$ cat src/rtl/vout_timing.sv
module vout_timing #(
  parameter int HW = 12,
  parameter int VW = 11
) (
  input  logic          clk,
  input  logic          rst_n,
  input  logic [HW-1:0] cfg_line_len,
  input  logic [HW-1:0] cfg_act_len,
  input  logic [VW-1:0] cfg_lines,
  input  logic [VW-1:0] cfg_act_first,
  input  logic [VW-1:0] cfg_act_last,
  input  logic [VW-1:0] cfg_irq_line,
  input  logic          cfg_irq_eof_en,
  input  logic          cfg_irq_line_en,
  input  logic          cfg_ext_sync,
  input  logic          cfg_fs_neg,
  input  logic          cfg_hs_en,
  input  logic          cfg_fs_out_en,
  input  logic          fs_in,
  input  logic [7:0]    px_data,
  input  logic          px_valid,
  output logic          px_ready,
  output logic [7:0]    vid_data,
  output logic          hs_out,
  output logic          fs_out,
  output logic          fs_oe,
  input  logic [2:0]    irq_ack,
  output logic [2:0]    irq_flags,
  output logic          irq
);
  localparam logic [HW-1:0] H1 = 1;
  localparam logic [HW-1:0] H4 = 4;
  localparam logic [VW-1:0] V1 = 1;

  logic          run, used, ext_m;
  logic [1:0]    fleft, fs_warm;
  logic [2:0]    fs_s;
  logic [HW-1:0] s_len, s_act, hcnt;
  logic [VW-1:0] s_lines, s_first, s_last, vcnt;
  logic          fld;

  wire fs_edge = (fs_warm == 2'd3) &&
                 (cfg_fs_neg ? (fs_s[2] & ~fs_s[1]) : (~fs_s[2] & fs_s[1]));

  wire [HW-1:0] sav_pos = s_len - s_act - H4;
  wire line_end  = hcnt == s_len - H1;
  wire field_end = line_end && (vcnt == s_lines - V1);
  wire vblank    = (vcnt < s_first) || (vcnt > s_last);
  wire in_eav    = hcnt < H4;
  wire in_sav    = (hcnt >= sav_pos) && (hcnt < sav_pos + H4);
  wire in_act    = hcnt >= sav_pos + H4;
  wire [1:0] cpos = in_eav ? hcnt[1:0] : (hcnt[1:0] - sav_pos[1:0]);

  wire h = in_eav;
  wire [7:0] xy = {1'b1, fld, vblank, h, vblank ^ h, fld ^ h, fld ^ vblank, fld ^ vblank ^ h};
  wire [7:0] code = (cpos == 2'd0) ? 8'hFF : (cpos == 2'd3) ? xy : 8'h00;
  wire [7:0] fill = hcnt[0] ? 8'h10 : 8'h80;

  assign px_ready = run && in_act && !vblank;
  wire take     = px_ready && px_valid;
  wire underrun = px_ready && !px_valid;

  wire [7:0] nxt = !run ? 8'h10 :
                   (in_eav || in_sav) ? code :
                   take ? px_data : fill;

  wire set_eof  = run && field_end && cfg_irq_eof_en;
  wire set_line = run && (hcnt == '0) && (vcnt == cfg_irq_line) && cfg_irq_line_en;

  assign fs_oe = cfg_fs_out_en && !cfg_ext_sync;
  assign irq   = |irq_flags;

  always_ff @(posedge clk or negedge rst_n) begin
    if (!rst_n) begin
      run <= 1'b0; used <= 1'b0; ext_m <= 1'b0; fleft <= 2'd0;
      fs_s <= 3'b000; fs_warm <= 2'd0;
      s_len <= '0; s_act <= '0; s_lines <= '0; s_first <= '0; s_last <= '0;
      hcnt <= '0; vcnt <= '0; fld <= 1'b0;
      vid_data <= 8'h10; hs_out <= 1'b0; fs_out <= 1'b0; irq_flags <= 3'b000;
    end else begin
      fs_s <= {fs_s[1:0], fs_in};
      if (fs_warm != 2'd3) fs_warm <= fs_warm + 2'd1;

      vid_data  <= nxt;
      hs_out    <= run && cfg_hs_en && !in_act;
      fs_out    <= run && cfg_fs_out_en && !ext_m && (vcnt == '0) && !fld;
      irq_flags <= (irq_flags & ~irq_ack) | {underrun, set_line, set_eof};

      if (!run) begin
        s_len <= cfg_line_len; s_act <= cfg_act_len; s_lines <= cfg_lines;
        s_first <= cfg_act_first; s_last <= cfg_act_last;
        hcnt <= '0; vcnt <= '0; fld <= 1'b0;
        ext_m <= cfg_ext_sync;
        if (!cfg_ext_sync) begin
          run <= 1'b1;
        end else if (fs_edge && !used) begin
          run <= 1'b1; used <= 1'b1; fleft <= 2'd2;
        end
      end else begin
        hcnt <= line_end ? '0 : hcnt + H1;
        if (line_end) vcnt <= field_end ? '0 : vcnt + V1;
        if (field_end) begin
          fld <= ~fld;
          s_len <= cfg_line_len; s_act <= cfg_act_len; s_lines <= cfg_lines;
          s_first <= cfg_act_first; s_last <= cfg_act_last;
          if (ext_m) begin
            fleft <= fleft - 2'd1;
            if (fleft == 2'd1) run <= 1'b0;
          end
        end
      end
    end
  end
endmodule


$ cat config.mk
export PLATFORM = sky130hd
export DESIGN_NAME = vout_timing
export DESIGN_NICKNAME = d
export VERILOG_FILES = /design/src/rtl/vout_timing.sv
export SDC_FILE = /design/constraint.sdc
export NUM_CORES = 1
export LEC_CHECK = 0
export BUFFER_PORTS_ARGS = -buffer_cell sky130_fd_sc_hd__buf_2
export CAP_MARGIN = 10
export CORE_MARGIN = 10
export CORE_UTILIZATION = 53
export DETAILED_ROUTE_END_ITERATION = 16
export GPL_TIMING_DRIVEN = 0
export PLACE_DENSITY = 0.77
export SKIP_LAST_GASP = 1
export SLEW_MARGIN = 20
export SYNTH_ARGS = -nofsm -noshare
export SYNTH_HDL_FRONTEND = slang
export SYNTH_SLANG_ARGS = --single-unit
$ cat constraint.sdc
create_clock -name clk -period 4.45 [get_ports clk]
set_clock_uncertainty 0.05 [all_clocks]
set_input_delay 0.2225 -clock clk [delete_from_list [all_inputs] [get_ports clk]]
set_output_delay 0.2225 -clock clk [all_outputs]
set_load 0.02 [all_outputs]
* Yosys cells after proc, flatten, opt, wreduce, memory -nomap -nowiden
Index checks and enable logic that the tools add are counted. W data, S select, Z words.
Storage, ports and cells: output and inout port bits 16, bits in registers 104
Operators by class: mux-type cells 36, bitwise operators 13, $add $sub $neg 10, eq/ne operators 10, reductions and logical operators 37, $lt $le $gt $ge 6
Operator list (count):
- $mux W11 | 9
- $mux W12 | 6
- $mux W8 | 6
- $ge A12 B12 Y1 | 2
- $eq A11 B11 Y1 | 2
- $logic_and A1 B1 Y1 | 20
- $add A12 B1 Y12 const B | 1
- $add A12 B3 Y12 const B | 1
- $eq A12 B12 Y1 | 1
- $logic_not A12 Y1 | 1
- $lt A12 B12 Y1 | 1
- $lt A12 B3 Y1 const B | 1
- $mux W2 | 6
- $sub A12 B1 Y12 const B | 1
- $sub A12 B12 Y12 | 1
- $sub A12 B3 Y12 const B | 1
- $add A11 B1 Y11 const B | 1
- $gt A11 B11 Y1 | 1
- $logic_not A11 Y1 | 1
- $lt A11 B11 Y1 | 1
- $sub A11 B1 Y11 const B | 1
- $mux W1 | 9
- $logic_not A1 Y1 | 7
- $ne A2 B1 Y1 const B | 3
- 18 further kinds | 28

* Depth between registers and ports, before layout
Gate-level depths: netlist of run 1.
word-level depth 10, mapped depth 20, mapped depth without buffers 19

* Least setup slack after synthesis of run 1
OpenSTA, ideal clock, no wires.
path type register to register, start point register s_len[3], end point register vid_data[7], setup time 104 ps, clock period less this slack 4628 ps, arrival 4475 ps, cell stages (with the launch flop) 21, setup slack -178 ps, path through dfrtp_1 > clkbuf_1 > inv_1 > ha_1 > inv_1 > ha_1 > a211oi_1 > nor2_1 > xor2_1 > nand3b_1 > nor4_1 > nand3b_1 > xnor2_1 > ha_1 > and3_1 > a221oi_1 > o211a_1 > nor4bb_1 > clkbuf_1 > or2_2 > a221oi_1
On the way: word-level cells in the longest chain between the ends 10, elaborated cells between the ends (all ways) 14, those cells by class add/sub (3); order compare (3); mux (3); reduce/logical (5)
Ends and longest elaborated chain:
- start, declared | RTL line 38 | logic [HW-1:0] s_len, s_act, hcnt;
- start signal, assigned | RTL line 90 | s_len <= cfg_line_len; s_act <= cfg_act_len; s_lines <= cfg_lines;
- start signal, assigned | RTL line 104 | s_len <= cfg_line_len; s_act <= cfg_act_len; s_lines <= cfg_lines;
- $sub A12 B12 Y12 * | RTL line 45 | wire [HW-1:0] sav_pos = s_len - s_act - H4;
- $sub A12 B3 Y12 * | RTL line 45
- $add A12 B3 Y12 | RTL line 50, 51
- $ge A12 B12 Y1 | RTL line 51 | wire in_act = hcnt >= sav_pos + H4;
- $logic_and A1 B1 Y1 (2 in a row) | RTL line 59 | assign px_ready = run && in_act && !vblank;
- $logic_and A1 B1 Y1 | RTL line 60 | wire take = px_ready && px_valid;
- $mux W8 | RTL line 65 | take ? px_data : fill;
- $mux W8 * | RTL line 64 | (in_eav || in_sav) ? code :
- $mux W8 * | RTL line 63 | wire [7:0] nxt = !run ? 8'h10 :
- via nxt[7] | RTL line 63
- end signal, assigned | RTL line 84 | vid_data <= nxt;
- end, declared | RTL line 23 | output logic [7:0] vid_data,
Mark *: on every way through the listed nets, which the timed path passes. The rest lies on a longest branch. A chain may end at the register's enable or synchronous reset.

* Worst setup path in the final report of run 1
start point register s_len[0], end point output port px_ready
On the way: word-level cells in the longest chain between the ends 6
Ends and longest elaborated chain:
- $sub A12 B12 Y12 | RTL line 45
- $sub A12 B3 Y12 | RTL line 45
- $add A12 B3 Y12 | RTL line 51
- $ge A12 B12 Y1 | RTL line 51
- $logic_and A1 B1 Y1 (2 in a row) | RTL line 59
- end, declared | RTL line 22 | output logic px_ready,
Every way passes these cells.

==> results of run 1 <==
-- through the flow --
stage          worst slack, ns  total power [mW]  utilization (%)  setup TNS, ns  hold slack, ns
2_1_floorplan         0.001309             2.569                -              0         -0.1231
3_3_place_gp           -0.5572             2.967            59.32         -3.668          0.2822
3_5_place_dp           -0.6636             3.015            59.56         -4.406          0.1552
4_1_cts                -0.1424             4.103            63.72        -0.7807         0.02056
5_1_grt                -0.4147             4.604            65.66         -3.371         0.03375
6_report               -0.1832             4.309            65.66         -1.262         0.04228
-- sequential cells by signal, indices dropped and copies added (netlist names), 2 cells and up --
signal     flops
s_last        11
s_first       11
s_act         12
vid_data       8
s_lines       11
irq_flags      3
s_len         12
fs_s           3
fleft          2
fs_warm        2
hcnt          12
vcnt          11
-- cells by family after synthesis --
group | count (synthesis) | share of synthesized area (%)
buf+inv | 120 | 6.693
fa+ha+maj | 77 | 12.46
flops | 104 | 33.16
compound gates | 152 | 13.48
mux | 59 | 9.880
simple gates | 242 | 17.51
xor+xnor | 61 | 6.805
-- worst max-delay path: cells and delay by family, from the launching register on --
kind | cells | cell delay [ns]
buffers and inverters | 6 | 0.68
AND/OR/NAND/NOR | 3 | 0.36
adder cells (fa/ha/maj) | 4 | 0.98
XOR/XNOR | 2 | 0.30
flip-flops | 1 | 0.40
AO/OA/AOI/OAI | 5 | 1.28
-- worst paths after layout --
check	endpoint	slack [ns]	cells after the start
hold / removal	irq_flags[1]	0.04	2
setup / recovery	px_ready	-0.18	20
min in group asynchronous	s_first[5]	0.34	2
hold reg to reg	fs_s[1]	0.30	0
setup reg to reg	vid_data[6]	-0.18	22
max in group asynchronous	s_len[6]	3.36	3
-- cells in the mapped netlist, drive strengths merged (4+ instances only) --
cell,n,share of area (%)
a221oi,5,0.56
nor4,9,0.91
xnor2,37,4.1
a2bb2oi,4,0.45
and4,4,0.45
and2,4,0.32
nand2b,14,1.1
nand2,38,1.9
a31oi,11,0.88
a21oi,36,2.3
nor2b,8,0.64
or4,5,0.48
buf,10,1.4
a31o,6,0.67
a21o,7,0.67
a211oi,9,0.86
inv,86,4.1
nand3b,4,0.38
nor3,27,1.7
nand4,17,1.4
xor2,24,2.7
dfrtp,103,33
and3,14,1.1
nand3,31,2.1
o32ai,4,0.45
or2,4,0.32
o211ai,6,0.57
nor4b,4,0.53
mux2,58,9.8
o21ai,26,1.8
or3,9,0.72
nor2,36,1.7
clkbuf,24,1.1
nand4b,6,0.67
ha,75,12
-- layout make-up --
type                       instances  share of cell area, %
clock buffer                      10                  2.399
buffer                            32                  2.163
sequential                       104                  27.34
inverter                          86                  3.383
clock inverter                     6                  1.128
multi-input combinational        591                  52.62
timing repair buffer             137                  8.562
tap                              184                  2.412
-- layer usage --
layer	routed length, um	up-vias	share of wire, %
li1	-	3229	-
met1	9414	3225	45
met2	9823	228	47
met3	1537	18	7.3
met4	262	0	1.2
met5	0	-	0
-- where the power goes --
| group | switching [mW] | leakage (nW) | total, mW | internal, mW |
|---|---|---|---|---|
| logic | 1.19 | 3.00 | 2.18 | 0.995 |
| registers | 0.139 | 1.30 | 1.22 | 1.08 |
| clock network | 0.358 | 0.162 | 0.906 | 0.548 |
-- what timing repair did --
action	4_1_cts	5_1_grt
pin swaps	24	22
hold buffers	2	0
endpoints found under the setup margin	9	9
buffers inserted	13	17
hold endpoints to repair	52	0
gates resized for setup	36	33
==> results.py, run 1 <==
metrics = {
    "status": {
        "status": "finished, violations left",
        "violations": "negative setup slack",
    },
    "timing": {
        "setup_slack_ns": -0.1832,
        "fin_crit_ns": 4.633,
        "finalCritPeriodShare_pct": 104.1,
        "fmax_ghz": 0.2158,
        "rsz0062_at_grt": "true",
        "relSlewSlack_pct": 39.04,
        "hold_viol": 0,
        "finalSetupViolations": 9,
        "worst_pin_slew_ns": 0.9120,
        "slew_viol_final": 0,
    },
    "pwr": {
        "vdd.ir_drop.worst_uv": 208.5,
        "power_leakage_nw": 4.458,
        "powerDensity_nw_per_um2": 451.6,
    },
    "cts": {
        "cts_tree": "yes",
        "clockRootBuffer": "clkbuf_16",
        "ctsLongestPathBuffers": 2,
        "clock-sinks": 104,
        "cts_buffers": 9,
        "clkLatencyLatePin_ns": 0.35,
        "cts_htree_levels": 3,
        "clkTransAtPathRegs_ns": 0.07,
    },
    "route": {
        "antenna_left": 0,
        "drc": 0,
        "vias_per_cell": 5.826,
        "drt_first_pass_iters": 6,
        "routed_wl_um": 21040,
        "wl_per_cell_um": 18.29,
        "drt_first_iter_violations": 452,
        "vias": 6700,
    },
    "synthesis": {
        "synthDistinctLibCells": 73,
        "ys_seq_elements": 104,
        "yosysSeqAreaShare_pct": 33.16,
        "avgSynthCellArea_um2": 9.633,
        "netlist_instances": 815,
        "ys.flop_type": "dfrtp_1",
        "async_reset_ff_share_pct": 100.0,
        "syn-num-nets": 981,
        "synth_edf_count": 0,
        "yosys_warnings": 0,
        "syn_area_um2": 7851,
    },
    "die": {
        "rows": 44,
        "die_y_um": 141.7,
        "coreArea_um2": 14530,
        "start_util_pct": 54.02,
        "fp.dieW_um": 141.7,
        "ioPinCount": 105,
        "die_area_um2": 20080,
    },
    "global_route": {
        "grt_util_met1_pct": 27.36,
        "grt_use_total_pct": 19.97,
        "grt_max_degree": 54,
        "grt_pass1_wl_um": 33040,
        "grt.busiest_layer": "met2",
        "grt_pass1_vias": 6553,
        "grt_use_met2_pct": 31.41,
        "met3_usage_pct": 4.406,
        "antenna_found_initial": 0,
        "overflow": 0,
    },
    "run": {
        "cap_violations": 0,
    },
    "finish": {
        "synthToLayoutAreaGrowth_pct": 21.55,
        "multi_input_area_um2": 5021,
        "antennaDiodeCount": 0,
        "seq_area_um2": 2609,
        "nets": 1127,
        "layout_common_cells": "102 x buf_2, 99 x dfrtp_1, 84 x inv_1",
        "finalNonFillerCells": 1150,
        "final_common_cell": "buf_2",
        "drive_gt1_share_pct": 29.30,
        "final.fill_count": 1191,
        "fin_area_um2": 9543,
    },
    "worst_setup_path": {
        "end_kind": "output port",
        "cp_cell_sequence": "inv_2 > ha_1 > inv_1 > ha_4 > fa_2 > a211oi_4 > o21ai_2 > a311oi_2 > nor2_1 > xnor2_2 > buf_4 > buf_4 > xnor2_2 > ha_1 > and3_4 > a221oi_4 > o211a_4 > buf_6 > nor3_4 > buf_6",
        "startpoint_type": "flop",
        "crit_type": "flop to output port",
        "cp.required_ns": 4.18,
        "cpPeakStageDelay_ns": 0.40,
        "r2r-start": "s_len[0]",
        "cp_data_arrival_time_ns": 4.36,
        "crit_start": "s_len[0]",
        "cp_max_fo": 4,
        "critPathSlowestCell": "dfrtp_1",
    },
    "place": {
        "globalplace.congestion": 0.9314,
        "dpl-instance-area_um2": 8656,
        "hpwlAfterDp_um": 15440,
        "dp_cells": 1104,
        "place.port_buffers": 104,
    },
    "hold_path": {
        "hold_path.class": "input pin to flop",
        "hold_start": "irq_ack[1]",
    },
}
Note: power is estimated with default switching activity, not from simulation.
==> run 2: changes to the inputs <==
--- a/config.mk
+++ b/config.mk
@@ -7,11 +7,13 @@
 export LEC_CHECK = 0
 export BUFFER_PORTS_ARGS = -buffer_cell sky130_fd_sc_hd__buf_2
 export CAP_MARGIN = 10
+export CELL_PAD_IN_SITES_DETAIL_PLACEMENT = 2
+export CELL_PAD_IN_SITES_GLOBAL_PLACEMENT = 2
 export CORE_MARGIN = 10
-export CORE_UTILIZATION = 53
+export CORE_UTILIZATION = 34
 export DETAILED_ROUTE_END_ITERATION = 16
 export GPL_TIMING_DRIVEN = 0
-export PLACE_DENSITY = 0.77
+export PLACE_DENSITY_LB_ADDON = 0.1
 export SKIP_LAST_GASP = 1
 export SLEW_MARGIN = 20
 export SYNTH_ARGS = -nofsm -noshare
==> results.py, run 2 (synthesis results as in run 1) <==
metrics = {
    "timing": {
        "hold_viol": 0,
        "tns_ns": -2.228,
        "slew_viol_final": 0,
        "finalSetupViolations": 9,
        "relSlewSlack_pct": 31.20,
        "fin_crit_ns": 4.754,
        "fin_hold_ws_ns": 0.02995,
        "fmax_ghz": 0.2104,
        "setup_slack_ns": -0.3035,
        "finalCritPeriodShare_pct": 106.8,
        "worst_pin_slew_ns": 1.024,
        "rsz0062_at_grt": "true",
    },
    "finish": {
        "post-route-util_pct": 42.44,
        "antennaDiodeCount": 0,
        "top_regs": "hcnt x12, s_act x12, s_len x12",
        "seq_area_um2": 2611,
        "final.fill_count": 2438,
        "multi_input_area_um2": 5024,
        "final_common_cell": "buf_2",
        "layout_common_cells": "102 x buf_2, 97 x dfrtp_1, 82 x inv_1",
        "drive_gt1_share_pct": 29.45,
        "synthToLayoutAreaGrowth_pct": 22.74,
        "nets": 1122,
    },
    "hold_path": {
        "hold_path.class": "input pin to flop",
    },
    "route": {
        "vias_per_cell": 5.518,
        "routed_wl_um": 28200,
        "drt_first_iter_violations": 399,
        "drc": 0,
        "drt_first_pass_iters": 5,
        "vias": 6875,
        "wl_per_cell_um": 22.63,
        "antenna_left": 0,
    },
    "place": {
        "globalplace.congestion": 0.8092,
        "hpwlAfterDp_um": 21350,
        "dp_slack_ns": -0.9836,
        "place.port_buffers": 104,
    },
    "pwr": {
        "powerDensity_nw_per_um2": 462.9,
        "power_leakage_nw": 4.426,
        "vdd.ir_drop.worst_uv": 188.9,
        "pwr-share-clk_pct": 20.4,
        "seqPwrFrac_pct": 27.8,
        "p_int_mw": 2.596,
        "power.total_mw": 4.460,
        "p_sw_share_pct": 41.81,
        "switching_power_mw": 1.865,
        "combPwrFrac_pct": 51.8,
    },
    "run": {
        "cap_violations": 0,
    },
    "cts": {
        "ctsLongestPathBuffers": 2,
        "clkTransAtPathRegs_ns": 0.08,
        "cts_buffers": 9,
        "clockRootBuffer": "clkbuf_16",
        "cts_tree": "yes",
        "cts_htree_levels": 3,
        "clock-sinks": 104,
        "clkLatencyLatePin_ns": 0.36,
    },
    "worst_setup_path": {
        "cp_data_arrival_time_ns": 5.00,
        "end_kind": "flop",
        "critPathSlowestCell": "dfrtp_2",
        "startpoint_type": "flop",
        "crit_type": "flop to flop",
        "critPathBufInv": 3,
        "cp_max_fo": 7,
        "timing.critical_path.max_delay_family": "compound AO/OA/AOI/OAI gates",
        "cp_cell_sequence": "ha_4 > ha_4 > fa_2 > a211oi_4 > o21ai_1 > a311oi_2 > o31ai_2 > a21oi_2 > xor2_1 > xnor2_1 > ha_1 > and3_4 > nand2_1 > o211a_1 > nor4bb_2 > buf_4 > buf_6 > buf_6 > nand2_1 > a2bb2oi_2",
        "cp.required_ns": 4.69,
        "cpPeakStageDelay_ns": 0.44,
    },
    "status": {
        "status": "finished, violations left",
        "violations": "negative setup slack",
    },
    "die": {
        "die_y_um": 172.0,
        "start_util_pct": 34.57,
        "coreArea_um2": 22710,
        "fp.dieW_um": 172.0,
        "ioPinCount": 105,
        "die_area_um2": 29570,
        "rows": 55,
    },
    "global_route": {
        "grt_max_degree": 56,
        "grt_pass1_wl_um": 44730,
        "grt_pass1_vias": 7895,
        "overflow": 0,
        "grt_use_total_pct": 19.20,
        "antenna_found_initial": 0,
    },
}
run 2: timing repair:
| action | CTS | global route |
|---|---|---|
| endpoints found under the setup margin | 11 | 11 |
| hold buffers | 2 | 0 |
| pin swaps | 23 | 26 |
| setup buffers | 15 | 10 |
| endpoints found under the hold margin | 54 | 0 |
| resized for setup | 51 | 23 |
run 2: routing by layer:
layer | up-vias | part of all wire, % | track usage (%)
met5 | - | 0 | 0
met1 | 3514 | 47 | 25.40
li1 | 3214 | - | -
met4 | 0 | 0.98 | 3.936
met3 | 19 | 4.4 | 3.443
met2 | 128 | 48 | 32.00
run 2: worst reg2reg max path, delay by kind of cell (launching register included):
family / cells / cell delay, ns
compound gates: 7 / 1.52
xor+xnor: 2 / 0.38
fa+ha+maj: 4 / 1.13
buf+inv: 3 / 0.45
flops: 1 / 0.44
simple gates: 4 / 0.71
run 2: final timing paths:
path / endpoint / slack, ns / start / cells after the start
max: vid_data[0] / -0.30 / s_len[1] / 20
min: irq_flags[2] / 0.03 / px_valid / 2
max reg2reg: vid_data[0] / -0.30 / s_len[1] / 20
min reg2reg: fs_s[1] / 0.31 / fs_s[0] / 0
max in group asynchronous: fleft[0] / 3.32 / rst_n / 3
min in group asynchronous: vid_data[7] / 0.37 / rst_n / 2
run 2: cell type report:
class,count,share of cell area [%]
Buffer,32,2.181
Clock inverter,6,0.9348
Multi-Input combinational cell,591,52.13
Timing Repair Buffer,132,8.128
Sequential cell,104,27.10
Clock buffer,10,2.480
Tap cell,285,3.700
Inverter,86,3.350
run 2: stage by stage:
step	cells	instance area, um2
floorplan	815	7871
global placement	1204	8748
detailed placement	1205	8782
CTS	1236	9468
global route	1246	9637
finish	1246	9637
run 2: power by group through the flow:
stage	Combinational (mW)	Clock (mW)	Sequential, mW
6_report	2.31	0.908	1.24
5_1_grt	2.56	0.970	1.26
4_1_cts	2.17	0.943	1.24
3_5_place_dp	1.96	0	1.26
3_3_place_gp	1.80	0	1.25
2_1_floorplan	1.34	0	1.23
==> run 3: changes to the inputs <==
--- a/config.mk
+++ b/config.mk
@@ -5,12 +5,13 @@
 export SDC_FILE = /design/constraint.sdc
 export NUM_CORES = 1
 export LEC_CHECK = 0
+export ABC_AREA = 1
 export BUFFER_PORTS_ARGS = -buffer_cell sky130_fd_sc_hd__buf_2
 export CAP_MARGIN = 10
 export CELL_PAD_IN_SITES_DETAIL_PLACEMENT = 2
 export CELL_PAD_IN_SITES_GLOBAL_PLACEMENT = 2
 export CORE_MARGIN = 10
-export CORE_UTILIZATION = 34
+export CORE_UTILIZATION = 30
 export DETAILED_ROUTE_END_ITERATION = 16
 export GPL_TIMING_DRIVEN = 0
 export PLACE_DENSITY_LB_ADDON = 0.1
==> results.py, run 3 <==
metrics = {
    "finish": {
        "nets": 1384,
        "synthToLayoutAreaGrowth_pct": 25.78,
        "top_regs": "hcnt x12, s_act x12, s_len x12",
        "antennaDiodeCount": 0,
        "drive_gt1_share_pct": 21.01,
        "finalNonFillerCells": 1553,
        "layout_common_cells": "281 x nand2_1, 137 x inv_1, 106 x buf_2",
        "final.fill_count": 3016,
        "fin_area_um2": 9707,
        "final_common_cell": "nand2_1",
    },
    "worst_setup_path": {
        "critPathBufInv": 5,
        "cp_cell_sequence": "inv_2 > ha_1 > inv_1 > ha_4 > nand2_1 > nand3_2 > buf_4 > nand3_1 > nand2_1 > xor2_4 > nor2_4 > buf_4 > xor2_1 > ha_1 > nand2_1 > nor2_4 > and2_4 > o21ai_1 > nand4_1 > nand2_2 > nor2_4 > buf_6",
        "critPathSlowestCell": "dfrtp_1",
        "startpoint_type": "flop",
        "cp.required_ns": 4.18,
        "cp_data_arrival_time_ns": 4.08,
        "r2r_end": "vid_data[0]",
        "cp_max_fo": 6,
        "reg2reg_slack_ns": 0.22,
        "end_kind": "output port",
        "cp-endpoint": "px_ready",
        "crit_start": "s_len[3]",
        "timing.critical_path.max_delay_family": "simple AND/OR/NAND/NOR gates",
        "ff2ff_path_depth": 26,
        "crit_type": "flop to output port",
        "crit_cells": 22,
        "r2r-start": "s_len[3]",
        "cpPeakStageDelay_ns": 0.42,
    },
    "route": {
        "drt_first_pass_iters": 4,
        "wl_per_cell_um": 18.40,
        "drc": 0,
        "antenna_left": 0,
        "routed_wl_um": 28580,
        "vias": 7547,
        "vias_per_cell": 4.860,
        "drt_first_iter_violations": 291,
    },
    "run": {
        "cap_violations": 0,
    },
    "place": {
        "dpl-instance-area_um2": 8685,
        "place.port_buffers": 104,
        "globalplace.congestion": 0.8195,
        "hpwlAfterDp_um": 21850,
        "dp_cells": 1498,
    },
    "synthesis": {
        "ys_seq_elements": 104,
        "async_reset_ff_share_pct": 100.0,
        "post-synth-top-area-cell": "dfrtp_1",
        "synthDistinctLibCells": 41,
        "synth_area_leaders": "dfrtp_1 33%, nand2_1 14%, ha_1 12%",
        "yosys-top-cells-count": "287 x nand2_1, 143 x inv_1, 103 x dfrtp_1",
        "synth_top_area_share_pct": 33.40,
        "ys.flop_type": "dfrtp_1",
        "netlist_instances": 1063,
        "synth_most_common_cell": "nand2_1",
        "syn_area_um2": 7717,
        "syn-num-nets": 1229,
        "synth_edf_count": 0,
        "avgSynthCellArea_um2": 7.260,
        "yosysSeqAreaShare_pct": 33.74,
        "yosys_warnings": 0,
    },
    "cts": {
        "ctsLongestPathBuffers": 2,
        "clockRootBuffer": "clkbuf_16",
        "cts_tree": "yes",
        "cts_buffers": 9,
        "clkLatencyLatePin_ns": 0.36,
        "clock-sinks": 104,
        "cts_htree_levels": 3,
        "clkTransAtPathRegs_ns": 0.08,
    },
    "global_route": {
        "grt_pass1_vias": 8380,
        "grt_use_total_pct": 16.90,
        "grt_pass1_wl_um": 44890,
        "overflow": 0,
        "antenna_found_initial": 0,
        "grt_max_degree": 58,
    },
    "die": {
        "ioPinCount": 105,
        "rows": 58,
        "coreArea_um2": 25250,
        "fp.dieW_um": 180.4,
        "die_y_um": 180.4,
        "start_util_pct": 30.56,
        "die_area_um2": 32540,
    },
    "timing": {
        "finalSetupViolations": 0,
        "slew_viol_final": 0,
        "hold_viol": 0,
        "worst_pin_slew_ns": 0.7520,
        "fin_crit_ns": 4.355,
        "fmax_ghz": 0.2296,
        "relSlewSlack_pct": 49.86,
        "finalCritPeriodShare_pct": 97.87,
        "tns_ns": 0,
        "fin_hold_ws_ns": 0.01118,
    },
    "pwr": {
        "power_leakage_nw": 4.961,
        "power.total_mw": 4.602,
        "vdd.ir_drop.worst_uv": 227.0,
        "powerDensity_nw_per_um2": 474.1,
    },
    "hold_path": {
        "hold_path.class": "input pin to flop",
    },
    "status": {
        "status": "finished, final reports clean",
    },
}
==> run 3: cells by family (layout without fill, tap and decap cells) <==
| group | after synthesis | after routing | synth area share (%) |
|---|---|---|---|
| adder cells (fa/ha/maj) | 77 | 77 | 12.68 |
| AND/OR/NAND/NOR | 534 | 534 | 30.01 |
| multiplexers | 1 | 1 | 0.1459 |
| AO/OA/AOI/OAI | 115 | 115 | 7.733 |
| buffers and inverters | 178 | 338 | 9.468 |
| flip-flops | 104 | 104 | 33.74 |
| XOR/XNOR | 54 | 54 | 6.226 |
==> run 3: tightest hold or removal path, cell delays in order <==
cell and delay (ns):
buf_2 0.07, nand2_1 0.04, nand2_1 0.05
==> run 3: repair_timing <==
item | CTS | global route
hold buffers | 5 | 0
endpoints found under the hold margin | 60 | 0
setup endpoints to repair | 10 | 10
gates resized for setup | 28 | 57
buffers inserted | 14 | 20
pin swaps | 9 | 22
==> run 3: worst min-delay path by stage <==
stage                    startpoint          to  cells past startpoint
CTS                  cfg_act_len[7]    s_act[7]                      3
floorplan                     rst_n       ext_m                      0
finish               cfg_act_len[7]    s_act[7]                      3
detailed placement            rst_n  s_first[1]                      1
global route        cfg_act_len[11]   s_act[11]                      3
global placement              fs_in     fs_s[0]                      1
==> run 3: report_power, final <==
part           switching [mW]  internal [mW]
logic                    1.46           1.04
registers               0.146           1.09
clock network           0.394          0.470
total                    2.00           2.60
==> run 3: cell type report <==
type	instances	area, um2	area share [%]
multi-input cells	781	4772	49.16
flip-flops and latches	104	2610	26.89
repair buffers	144	869.6	8.958
inverters	152	573.1	5.904
well taps	330	412.9	4.254
clock buffers	12	256.5	2.642
plain buffers	26	160.2	1.650
clock inverters	4	52.55	0.5414
==> run 3: layer usage <==
metal / vias up / part of all wire (%) / global-route usage, %
met4: 0 / 1.5 / 3.675
met2: 78 / 52 / 31.09
li1: 3729 / - / -
met5: - / 0 / 0
met1: 3712 / 44 / 20.57
met3: 28 / 1.6 / 1.847
==> run 3: per-stage QoR <==
step / setup slack [ns] / utilization, %
3_3_place_gp: -0.5222 / 34.25
3_5_place_dp: -0.6223 / 34.39
5_1_grt: -0.1596 / 38.44
2_1_floorplan: 0.2766 / -
4_1_cts: 0.002507 / 36.77
6_report: 0.09496 / 38.44
